==> src/rtl/lsu_pkg.sv <==
package lsu_pkg;

  typedef enum logic [1:0] {
    ST_IDLE = 2'd0,
    ST_BUSY = 2'd1,
    ST_DONE = 2'd2
  } lsu_state_e;

  localparam logic [2:0] W_BYTE   = 3'b000;
  localparam logic [2:0] W_HALF   = 3'b001;
  localparam logic [2:0] W_WORD   = 3'b010;
  localparam logic [2:0] W_BYTE_U = 3'b100;
  localparam logic [2:0] W_HALF_U = 3'b101;

  // number of bytes an access moves; 0 marks an undefined code
  function automatic logic [2:0] access_len(input logic is_store, input logic [2:0] code);
    logic [2:0] n;
    n = 3'd0;
    if (is_store) begin
      case (code)
        W_BYTE:  n = 3'd1;
        W_HALF:  n = 3'd2;
        W_WORD:  n = 3'd4;
        default: n = 3'd0;
      endcase
    end else begin
      case (code)
        W_BYTE, W_BYTE_U: n = 3'd1;
        W_HALF, W_HALF_U: n = 3'd2;
        W_WORD:           n = 3'd4;
        default:          n = 3'd0;
      endcase
    end
    return n;
  endfunction

endpackage

==> src/rtl/lsu_agen.sv <==
module lsu_agen #(
  parameter int ADDR_W = 6,
  parameter int IMM_W  = 12,
  parameter int XLEN   = 32
) (
  input  logic [XLEN-1:0]   base,
  input  logic [IMM_W-1:0]  imm,
  output logic [ADDR_W-1:0] ea
);
  logic [XLEN-1:0] imm_x;
  logic [XLEN-1:0] sum;

  assign imm_x = {{(XLEN-IMM_W){imm[IMM_W-1]}}, imm};
  assign sum   = base + imm_x;
  assign ea    = sum[ADDR_W-1:0];
endmodule

==> src/rtl/lsu_mem.sv <==
module lsu_mem #(
  parameter int MEM_BYTES = 64,
  localparam int ADDR_W = $clog2(MEM_BYTES)
) (
  input  logic              clk,
  input  logic              rst_n,
  input  logic              we,
  input  logic [ADDR_W-1:0] addr,
  input  logic [7:0]        wbyte,
  output logic [7:0]        rbyte,
  input  logic [ADDR_W-1:0] peek_addr,
  output logic [7:0]        peek_data
);
  logic [7:0] bytes_q [MEM_BYTES];

  always_ff @(posedge clk or negedge rst_n) begin
    if (!rst_n) begin
      for (int i = 0; i < MEM_BYTES; i++) bytes_q[i] <= 8'h00;
    end else if (we) begin
      bytes_q[addr] <= wbyte;
    end
  end

  assign rbyte     = bytes_q[addr];
  assign peek_data = bytes_q[peek_addr];
endmodule

==> src/rtl/lsu_ctrl.sv <==
module lsu_ctrl
  import lsu_pkg::*;
#(
  parameter int ADDR_W = 6,
  parameter int XLEN   = 32
) (
  input  logic              clk,
  input  logic              rst_n,
  input  logic              req_valid,
  input  logic              req_store,
  input  logic [2:0]        req_funct3,
  input  logic [XLEN-1:0]   req_wdata,
  input  logic [ADDR_W-1:0] ea,
  output logic              req_ready,
  output logic              accept,
  output logic [ADDR_W-1:0] mem_addr,
  output logic              mem_we,
  output logic [7:0]        mem_wbyte,
  output logic              cap,
  output logic [1:0]        cap_idx,
  output logic              done,
  output logic              store_q,
  output logic [2:0]        code_q,
  output logic [2:0]        len_q
);
  lsu_state_e        state_q;
  logic [ADDR_W-1:0] ea_q;
  logic [1:0]        idx_q;
  logic [XLEN-1:0]   wd_q;
  logic [2:0]        len_d;
  logic              last;

  assign req_ready = (state_q == ST_IDLE);
  assign accept    = req_valid && req_ready;
  assign len_d     = access_len(req_store, req_funct3);
  assign last      = ({1'b0, idx_q} == (len_q - 3'd1));

  always_ff @(posedge clk or negedge rst_n) begin
    if (!rst_n) begin
      state_q <= ST_IDLE;
      ea_q    <= '0;
      idx_q   <= '0;
      wd_q    <= '0;
      store_q <= 1'b0;
      code_q  <= '0;
      len_q   <= '0;
    end else begin
      case (state_q)
        ST_IDLE: if (accept) begin
          ea_q    <= ea;
          idx_q   <= '0;
          wd_q    <= req_wdata;
          store_q <= req_store;
          code_q  <= req_funct3;
          len_q   <= len_d;
          state_q <= (len_d == 3'd0) ? ST_DONE : ST_BUSY;
        end
        ST_BUSY: begin
          if (last) state_q <= ST_DONE;
          else      idx_q   <= idx_q + 2'd1;
        end
        default: state_q <= ST_IDLE;
      endcase
    end
  end

  assign mem_addr  = ea_q + ADDR_W'(idx_q);
  assign mem_we    = (state_q == ST_BUSY) && store_q;
  assign mem_wbyte = wd_q[idx_q*8 +: 8];
  assign cap       = (state_q == ST_BUSY) && !store_q;
  assign cap_idx   = idx_q;
  assign done      = (state_q == ST_DONE);


  done_single_chk: assert property (@(posedge clk) disable iff (!rst_n) done |=> !done);

  busy_no_ready_chk: assert property (@(posedge clk) disable iff (!rst_n) (mem_we || cap) |-> !req_ready);

  addr_step_chk: assert property (@(posedge clk) disable iff (!rst_n)
    (mem_we && $past(mem_we)) |-> (mem_addr == $past(mem_addr) + ADDR_W'(1)));

  accept_busy_chk: assert property (@(posedge clk) disable iff (!rst_n) accept |=> !req_ready);
endmodule

==> src/rtl/lsu_pack.sv <==
module lsu_pack
  import lsu_pkg::*;
#(
  parameter int XLEN = 32
) (
  input  logic            clk,
  input  logic            rst_n,
  input  logic            clear,
  input  logic            cap,
  input  logic [1:0]      cap_idx,
  input  logic [7:0]      rbyte,
  input  logic            done,
  input  logic            store_q,
  input  logic [2:0]      code_q,
  output logic [XLEN-1:0] result
);
  logic [XLEN-1:0] asm_q;
  logic [XLEN-1:0] ext;

  always_ff @(posedge clk or negedge rst_n) begin
    if (!rst_n)     asm_q <= '0;
    else if (clear) asm_q <= '0;
    else if (cap)   asm_q[cap_idx*8 +: 8] <= rbyte;
  end

  always_comb begin
    case (code_q)
      W_BYTE:   ext = {{(XLEN-8){asm_q[7]}}, asm_q[7:0]};
      W_HALF:   ext = {{(XLEN-16){asm_q[15]}}, asm_q[15:0]};
      W_WORD:   ext = asm_q;
      W_BYTE_U: ext = {{(XLEN-8){1'b0}}, asm_q[7:0]};
      W_HALF_U: ext = {{(XLEN-16){1'b0}}, asm_q[15:0]};
      default:  ext = '0;
    endcase
  end

  assign result = (done && !store_q) ? ext : '0;


  store_zero_chk: assert property (@(posedge clk) disable iff (!rst_n) (done && store_q) |-> (result == '0));
endmodule

==> src/rtl/lsu_byteserial.sv <==
module lsu_byteserial #(
  parameter int MEM_BYTES = 64,
  localparam int ADDR_W = $clog2(MEM_BYTES)
) (
  input  logic              clk,
  input  logic              rst_n,
  input  logic              req_valid,
  output logic              req_ready,
  input  logic              req_store,
  input  logic [2:0]        req_funct3,
  input  logic [31:0]       req_base,
  input  logic [11:0]       req_imm,
  input  logic [31:0]       req_wdata,
  output logic [ADDR_W-1:0] mem_addr,
  output logic [7:0]        mem_wdata,
  output logic              mem_we,
  output logic              done,
  output logic [31:0]       result,
  input  logic [ADDR_W-1:0] peek_addr,
  output logic [7:0]        peek_data
);
  logic [ADDR_W-1:0] ea;
  logic              accept;
  logic              cap;
  logic [1:0]        cap_idx;
  logic              store_q;
  logic [2:0]        code_q;
  logic [2:0]        len_q;
  logic [7:0]        rbyte;

  lsu_agen #(.ADDR_W(ADDR_W), .IMM_W(12), .XLEN(32)) u_agen (
    .base(req_base), .imm(req_imm), .ea(ea)
  );

  lsu_ctrl #(.ADDR_W(ADDR_W), .XLEN(32)) u_ctrl (
    .clk(clk), .rst_n(rst_n), .req_valid(req_valid), .req_store(req_store),
    .req_funct3(req_funct3), .req_wdata(req_wdata), .ea(ea),
    .req_ready(req_ready), .accept(accept), .mem_addr(mem_addr), .mem_we(mem_we),
    .mem_wbyte(mem_wdata), .cap(cap), .cap_idx(cap_idx), .done(done),
    .store_q(store_q), .code_q(code_q), .len_q(len_q)
  );

  lsu_mem #(.MEM_BYTES(MEM_BYTES)) u_mem (
    .clk(clk), .rst_n(rst_n), .we(mem_we), .addr(mem_addr), .wbyte(mem_wdata),
    .rbyte(rbyte), .peek_addr(peek_addr), .peek_data(peek_data)
  );

  lsu_pack #(.XLEN(32)) u_pack (
    .clk(clk), .rst_n(rst_n), .clear(accept), .cap(cap), .cap_idx(cap_idx),
    .rbyte(rbyte), .done(done), .store_q(store_q), .code_q(code_q), .result(result)
  );


  undef_zero_chk: assert property (@(posedge clk) disable iff (!rst_n)
    (done && len_q == 3'd0) |-> (result == 32'h0 && !mem_we));

  undef_nowrite_chk: assert property (@(posedge clk) disable iff (!rst_n)
    (accept && lsu_pkg::access_len(req_store, req_funct3) == 3'd0) |=> (done && !mem_we));
endmodule

==> config.mk <==
export PLATFORM = sky130hd
export DESIGN_NAME = lsu_byteserial
export DESIGN_NICKNAME = d
export VERILOG_FILES = /design/src/rtl/lsu_pkg.sv /design/src/rtl/lsu_agen.sv /design/src/rtl/lsu_mem.sv /design/src/rtl/lsu_ctrl.sv /design/src/rtl/lsu_pack.sv /design/src/rtl/lsu_byteserial.sv
export SDC_FILE = /design/constraint.sdc
export NUM_CORES = 1
export LEC_CHECK = 0
export ABC_AREA = 1
export BUFFER_PORTS_ARGS = -buffer_cell sky130_fd_sc_hd__buf_4
export CORE_MARGIN = 2
export CORE_UTILIZATION = 40
export DETAILED_ROUTE_END_ITERATION = 12
export SKIP_LAST_GASP = 1
export SLEW_MARGIN = 20
export SYNTH_ARGS = -nofsm -noshare
export SYNTH_HDL_FRONTEND = slang
export SYNTH_SLANG_ARGS = --single-unit
==> constraint.sdc <==
create_clock -name clk -period 7.4 [get_ports clk]
set_clock_uncertainty 0.05 [all_clocks]
set_input_delay 0.74 -clock clk [delete_from_list [all_inputs] [get_ports clk]]
set_output_delay 0.74 -clock clk [all_outputs]
set_load 0.05 [all_outputs]
# Word-level counts from Yosys, hierarchy flattened
# Cells that the tools add are included.
# classes
n_addsub	5
n_lt_le_gt_ge	3
eq_ne	14
shifts	3
muxes	24
bitwise_logic	2
n_reduce_logical	17
# ops
operator	n
bitwise mux 512 bit	1
one-hot mux 32 bit (5 select lines)	1
binary-select mux 8 bit (select 6 bit)	2
two-way mux 32 bit	3
demux 8 bit (select 6 bit)	1
two-way mux 8 bit	5
negator 5 -> 34 bit	1
variable shift 8 x 34 -> 32 bit, first input constant	1
variable part select 8 x 34 -> 32 bit	1
bitwise mux 32 bit	1
variable part select 32 x 6 -> 8 bit	1
one-hot mux 3 bit (3 select lines)	2
greater-or-equal comparator 7 bit, second input constant	2
inverter 6 -> 7 bit	2
equality test 3 bit, second input constant	4
two-way mux 2 bit	5
zero test 3 bit	3
one-hot mux 2 bit (2 select lines)	2
less-than comparator 7 x 1 -> 1 bit, second input constant	1
adder 6 x 2 -> 6 bit	1
adder 6 bit	1
equality test 3 x 1 -> 1 bit, second input constant	2
equality test 3 x 2 -> 1 bit, second input constant	2
logical AND 1 bit	5
other kinds (14)	18
# totals
regBits	593
output_inout_bits	57
word_cells	140

# Logic depth before layout (Yosys ltp)
# logic_depth
word_depth	9
depth_mapped	18
ltp_nobuf	15

# By module
# A second synthesis with hierarchy kept.
# unflattened
cells_unflattened	5112
area_unflattened_um2	33911.3
# modules_own_cells
module	instances	cells_per_inst	area_each_um2	seq_area_each_um2
lsu_mem	1	4479	29243.0	12812.3
lsu_ctrl	1	295	2351.0	1226.2
lsu_pack	1	309	2107.0	800.8
lsu_agen	1	29	210.2	0.0

# Worst setup path before layout
# No wires, ideal clock.
# synth_path
kind	reg-to-output
from	register u_ctrl.state_q[0]
to	output result[0]
arrival_ns	2.476
required_time_ns	6.610
path_slack_ns	4.134
path_stages_with_launch	6
n_path_buf	0
cell_sequence	dfrtp_1 nor2_1 nand2_1 clkinv_1 nand2_1 nor2_1
# synth_between
elab_chain_cells	3
# synth_rtl
element	line	source
from (decl)	lsu_ctrl.sv:26	lsu_state_e state_q;
from (signal assigned)	lsu_ctrl.sv:56	state_q <= (len_d == 3'd0) ? ST_DONE : ST_BUSY;
equality test 2 bit	lsu_ctrl.sv:72	assign done = (state_q == ST_DONE);
named net done	lsu_byteserial.sv:17	output logic done,
logical AND 1 bit	lsu_pack.sv:37	assign result = (done && !store_q) ? ext : '0;
two-way mux 32 bit	lsu_pack.sv:37	
to (decl)	lsu_byteserial.sv:18	output logic [31:0] result,
# The timed path passes the listed nets, and every way through them passes these cells.

# Worst setup path after layout
# layout_path
from	register u_ctrl.idx_q[0], in the netlist u_ctrl.cap_idx[0]
to	register u_mem.bytes_q[212] in the netlist's numbering
# layout_between
elab_chain_cells	7
elab_cells_between_ends	9
cone_classes	add/sub: 1; order compare: 2; shift: 1; mux: 3; bitwise: 1; reduce/logical: 1
# layout_rtl
element	line	source
from (decl)	lsu_ctrl.sv:28	logic [1:0] idx_q;
from (signal assigned)	lsu_ctrl.sv:60	else idx_q <= idx_q + 2'd1;
adder 6 x 2 -> 6 bit	lsu_ctrl.sv:67	assign mem_addr = ea_q + ADDR_W'(idx_q);
inverter 6 -> 7 bit (not written as such)	lsu_mem.sv:20	bytes_q[addr] <= wbyte;
greater-or-equal comparator 7 bit (not written as such) or less-than comparator 7 x 1 -> 1 bit (tied branches)	lsu_mem.sv:20	
logical AND 1 bit (not written as such)	lsu_mem.sv:20	
two-way mux 8 bit (not written as such)	lsu_mem.sv:20	
demux 8 bit (select 6 bit)	lsu_mem.sv:20	
bitwise mux 512 bit *	lsu_mem.sv:20	
to (signal, indexed assignment)	lsu_mem.sv:20	
to (decl)	lsu_mem.sv:14	logic [7:0] bytes_q [MEM_BYTES];
# Mark *: on every way between the ends. The rest lies on a longest branch, timed or not.
# A chain may end at the register's enable or synchronous reset.

==> run_results.csv <==
group,metric,value,unit
power_and_ir_drop,power_per_cell_area,538,nW/um2
synthesis,synth_top_cell_by_area,"dfrtp_1",
synthesis,synth-seq-area-share,0.427,
floorplan,die_area,89200,um2
clocking,cts_sinks,593,
drt,drt_wl_total,116000,um
synthesis,synth_edf_count,0,
worst_setup_path,r2r.worst_path.cells,10,
worst_setup_path,crit_path_max_fanout,69,
power_and_ir_drop,power_leakage,18.7,nW
power_and_ir_drop,pwr-share-comb,0.597,
timing,worstMarginPinSlew,1090,ps
cells_and_area,final_area,38400,um2
synthesis,synth_top_area_frac,0.427,
placement,dp_hpwl,68200,um
drt,ant_nets,0,
floorplan,start_util,0.402,
drt,drc,0,
clocking,clockBufferDepth,3,
synthesis,async_flop_share,1.00,
clocking,clkLatencyLatePin,640,ps
timing,min_period,5130,ps
synthesis,syn_inst,5268,
drt,firstDrtPassIters,9,
global_routing,grt_pass1_vias,30400,
timing,slew_headroom,0.273,
placement,placed_area,36100,um2
global_routing,grt_overflow,0,
worst_setup_path,r2r-end,"u_mem.bytes_q[212]",
timing,whs,106,ps
timing,hold_violations,0,
cells_and_area,area_growth,10.7,%
power_and_ir_drop,ir_drop,0.505,mV
min_path,hp-class,"input port to async pin",
job,cap_violations,0,
floorplan,core-area,86300,um2
worst_setup_path,crit_chain,"buf_4, ha_4, fa_4, inv_4, buf_4, nand2_1, nor2_4, nand2_1, nand2_1, o21ai_1",
power_and_ir_drop,p_switching,11.2,mW
synthesis,ys_types,35,
clocking,cts_tree,"yes",
status,status,"completed",
cells_and_area,fin_nets,5250,
placement,place_congestion,0.924,
placement,port_buffers,113,
cells_and_area,diodes,0,
clocking,post_cts_resized,0,
worst_setup_path,reg2reg_slack,2270,ps
synthesis,yosys_warnings,0,
global_routing,antenna_found_initial,1,
floorplan,row_count,108,
power_and_ir_drop,pwr-share-clk,0.169,
clocking,cts_setup_buffers,0,
clocking,path_clk_slew,60,ps
clocking,cts_buffers,70,
worst_setup_path,slowest_delay,920,ps
synthesis,syn_area,34700,um2
timing,fmax,0.195,GHz
drt,avgRoutedWirePerCell,18.2,um
timing,drv_slew,0,
floorplan,die_w,299,um
global_routing,grt_usage,0.257,
timing,grt_setup_unrepaired,"no",
drt,drtIter0Drc,3093,
timing,setup_viol,0,
worst_setup_path,worst_setup_path_start_kind,"flop",
power_and_ir_drop,seqPwrFrac,0.234,
synthesis,syn_avg_cell_area,6.59,um2
synthesis,synth.top_cells.by_area,"dfrtp_1 (43%), nand2_1 (25%), o21ai_1 (7.5%)",
floorplan,die_y,299,um
drt,vias_per_cell,5.18,
cells_and_area,drive_gt1_frac,0.0637,
drt,vias,32900,
floorplan,ioPinCount,146,
synthesis,synth_nets,5371,
worst_setup_path,crit_required,7810,ps
synthesis,ys.flop_type,"dfrtp_1",
worst_setup_path,cp_common_cell,"nand2_1",
power_and_ir_drop,swShare,0.539,
global_routing,grt_max_degree,160,
synthesis,synth-seq-cells,593,
power_and_ir_drop,internal_power,9.53,mW
worst_setup_path,cp_slowest_cell,"fa_4",
clocking,clockRootBuffer,"clkbuf_16",
timing,finalSetupTns,0,ps
clocking,holdBufCountCts,0,
worst_setup_path,cp.arrival,5540,ps
clocking,cts_max_level,3,
worst_setup_path,critPathKind,"flop to flop",
timing,finalCritPeriodShare,0.693,
worst_setup_path,endpoint_kind,"flop",
worst_setup_path,r2r_start,"u_ctrl.cap_idx[0]",
global_routing,grt_pass1_wl,180000,um
[how the worst max path moves through the flow]
stage                         end  depth (start not counted)  slack [ps]         startpoint
2_1_floorplan           result[0]                          5        4130  u_ctrl.state_q[0]
3_3_place_gp   u_mem.bytes_q[211]                         10        2410  u_ctrl.cap_idx[0]
3_5_place_dp   u_mem.bytes_q[212]                         10        2350  u_ctrl.cap_idx[0]
4_1_cts        u_mem.bytes_q[212]                         10        2340  u_ctrl.cap_idx[0]
5_1_grt         u_mem.bytes_q[51]                         10        2050  u_ctrl.cap_idx[0]
6_report       u_mem.bytes_q[212]                         10        2270  u_ctrl.cap_idx[0]
[cell usage after synthesis (2+ instances only)]
library cell  instances
ha_1                 12
buf_2                29
xnor2_1               2
clkinv_1              3
nor2_2                2
o211ai_1             62
o21ai_1             521
nand2_2              13
or2_2                 3
nor2_8                3
nand2_1            2321
inv_1               515
clkbuf_1            292
nand4_1              19
a21oi_1             181
nand3_1              79
fa_1                  2
buf_1                27
nor2_4               15
a221oi_1             18
dfrtp_1             593
inv_2                21
xor2_1                4
o21ai_0             379
a32oi_1               8
nor2_1              135
[kinds of logic (layout without fill, tap and decap cells)]
| kind of cell | Yosys count | count (layout) | synth area share |
|---|---|---|---|
| AND/OR/NAND/NOR | 2596 | 2596 | 0.292 |
| adder cells (fa/ha/maj) | 14 | 14 | 0.00548 |
| buffers and inverters | 887 | 818 | 0.0969 |
| AO/OA/AOI/OAI | 1171 | 1171 | 0.176 |
| XOR/XNOR | 7 | 7 | 0.00231 |
| flip-flops | 593 | 593 | 0.427 |
[area by class of cell]
class	instances	area [um2]
repair buffers	155	1270
clock inverters	19	205
fillers	8988	47900
clock buffers	105	2070
inverters	539	2030
multi-input cells	3788	16600
well taps	1155	1450
flip-flops and latches	593	14800
[cell usage in the layout, fill, tap and decap left out, drive strengths merged, types with 2 or more instances in the layout]
cell type / synthesis / layout
a32oi: 8 / 8
buf: 56 / 154
xnor2: 3 / 3
bufinv: 0 / 3
fa: 2 / 2
or2: 3 / 3
dfrtp: 593 / 593
o211ai: 62 / 62
nand2: 2335 / 2335
nand4: 19 / 19
a221oi: 18 / 18
clkbuf: 292 / 106
nor4: 2 / 2
xor2: 4 / 4
nand3: 80 / 80
clkinvlp: 0 / 2
nor2: 155 / 155
o21ai: 900 / 900
clkinv: 3 / 17
inv: 536 / 536
a21oi: 181 / 181
ha: 12 / 12
[through the flow]
| step | utilization | power [mW] | cells | setup WS (ps) |
|---|---|---|---|---|
| after floorplan | - | 13.1 | 5268 | 4130 |
| after global placement | 0.419 | 17.0 | 6230 | 2410 |
| after detailed placement | 0.419 | 17.0 | 6230 | 2350 |
| after CTS | 0.445 | 20.6 | 6354 | 2340 |
| after global routing | 0.445 | 22.4 | 6354 | 2050 |
| final | 0.445 | 20.7 | 6354 | 2270 |
[sequential cells by signal, indices dropped and copies added (netlist names)]
| signal | count |
|---|---|
| u_mem.bytes_q | 512 |
| u_ctrl.wd_q | 32 |
| u_pack.asm_q | 32 |
| u_ctrl.ea_q | 6 |
| u_ctrl.code_q | 3 |
| u_ctrl.len_q | 3 |
| u_ctrl.cap_idx | 2 |
| u_ctrl.state_q | 2 |
| u_ctrl.store_q | 1 |
[power groups by stage]
| stage | clock network [mW] | registers (mW) | logic [mW] |
|---|---|---|---|
| after global placement | 0 | 4.85 | 12.1 |
| final | 3.49 | 4.84 | 12.3 |
| after floorplan | 0 | 4.71 | 8.39 |
| after global routing | 3.69 | 4.97 | 13.7 |
| after detailed placement | 0 | 4.87 | 12.2 |
| after CTS | 3.56 | 4.82 | 12.2 |
[worst max-delay path: cells and delay by family, from the launching register on]
family | cells | cell delay [ps]
compound gates | 1 | 80
fa+ha+maj | 2 | 1130
flops | 1 | 320
simple gates | 4 | 1450
buf+inv | 3 | 1820
[routing by layer]
| metal | up-vias | global-route usage | share of wire |
|---|---|---|---|
| li1 | 16300 | - | - |
| met4 | 2 | 0.105 | 0.041 |
| met2 | 1088 | 0.393 | 0.44 |
| met3 | 237 | 0.0525 | 0.078 |
| met5 | - | 0 | 0.00010 |
| met1 | 15300 | 0.357 | 0.44 |
(Power assumes the default switching activity.)
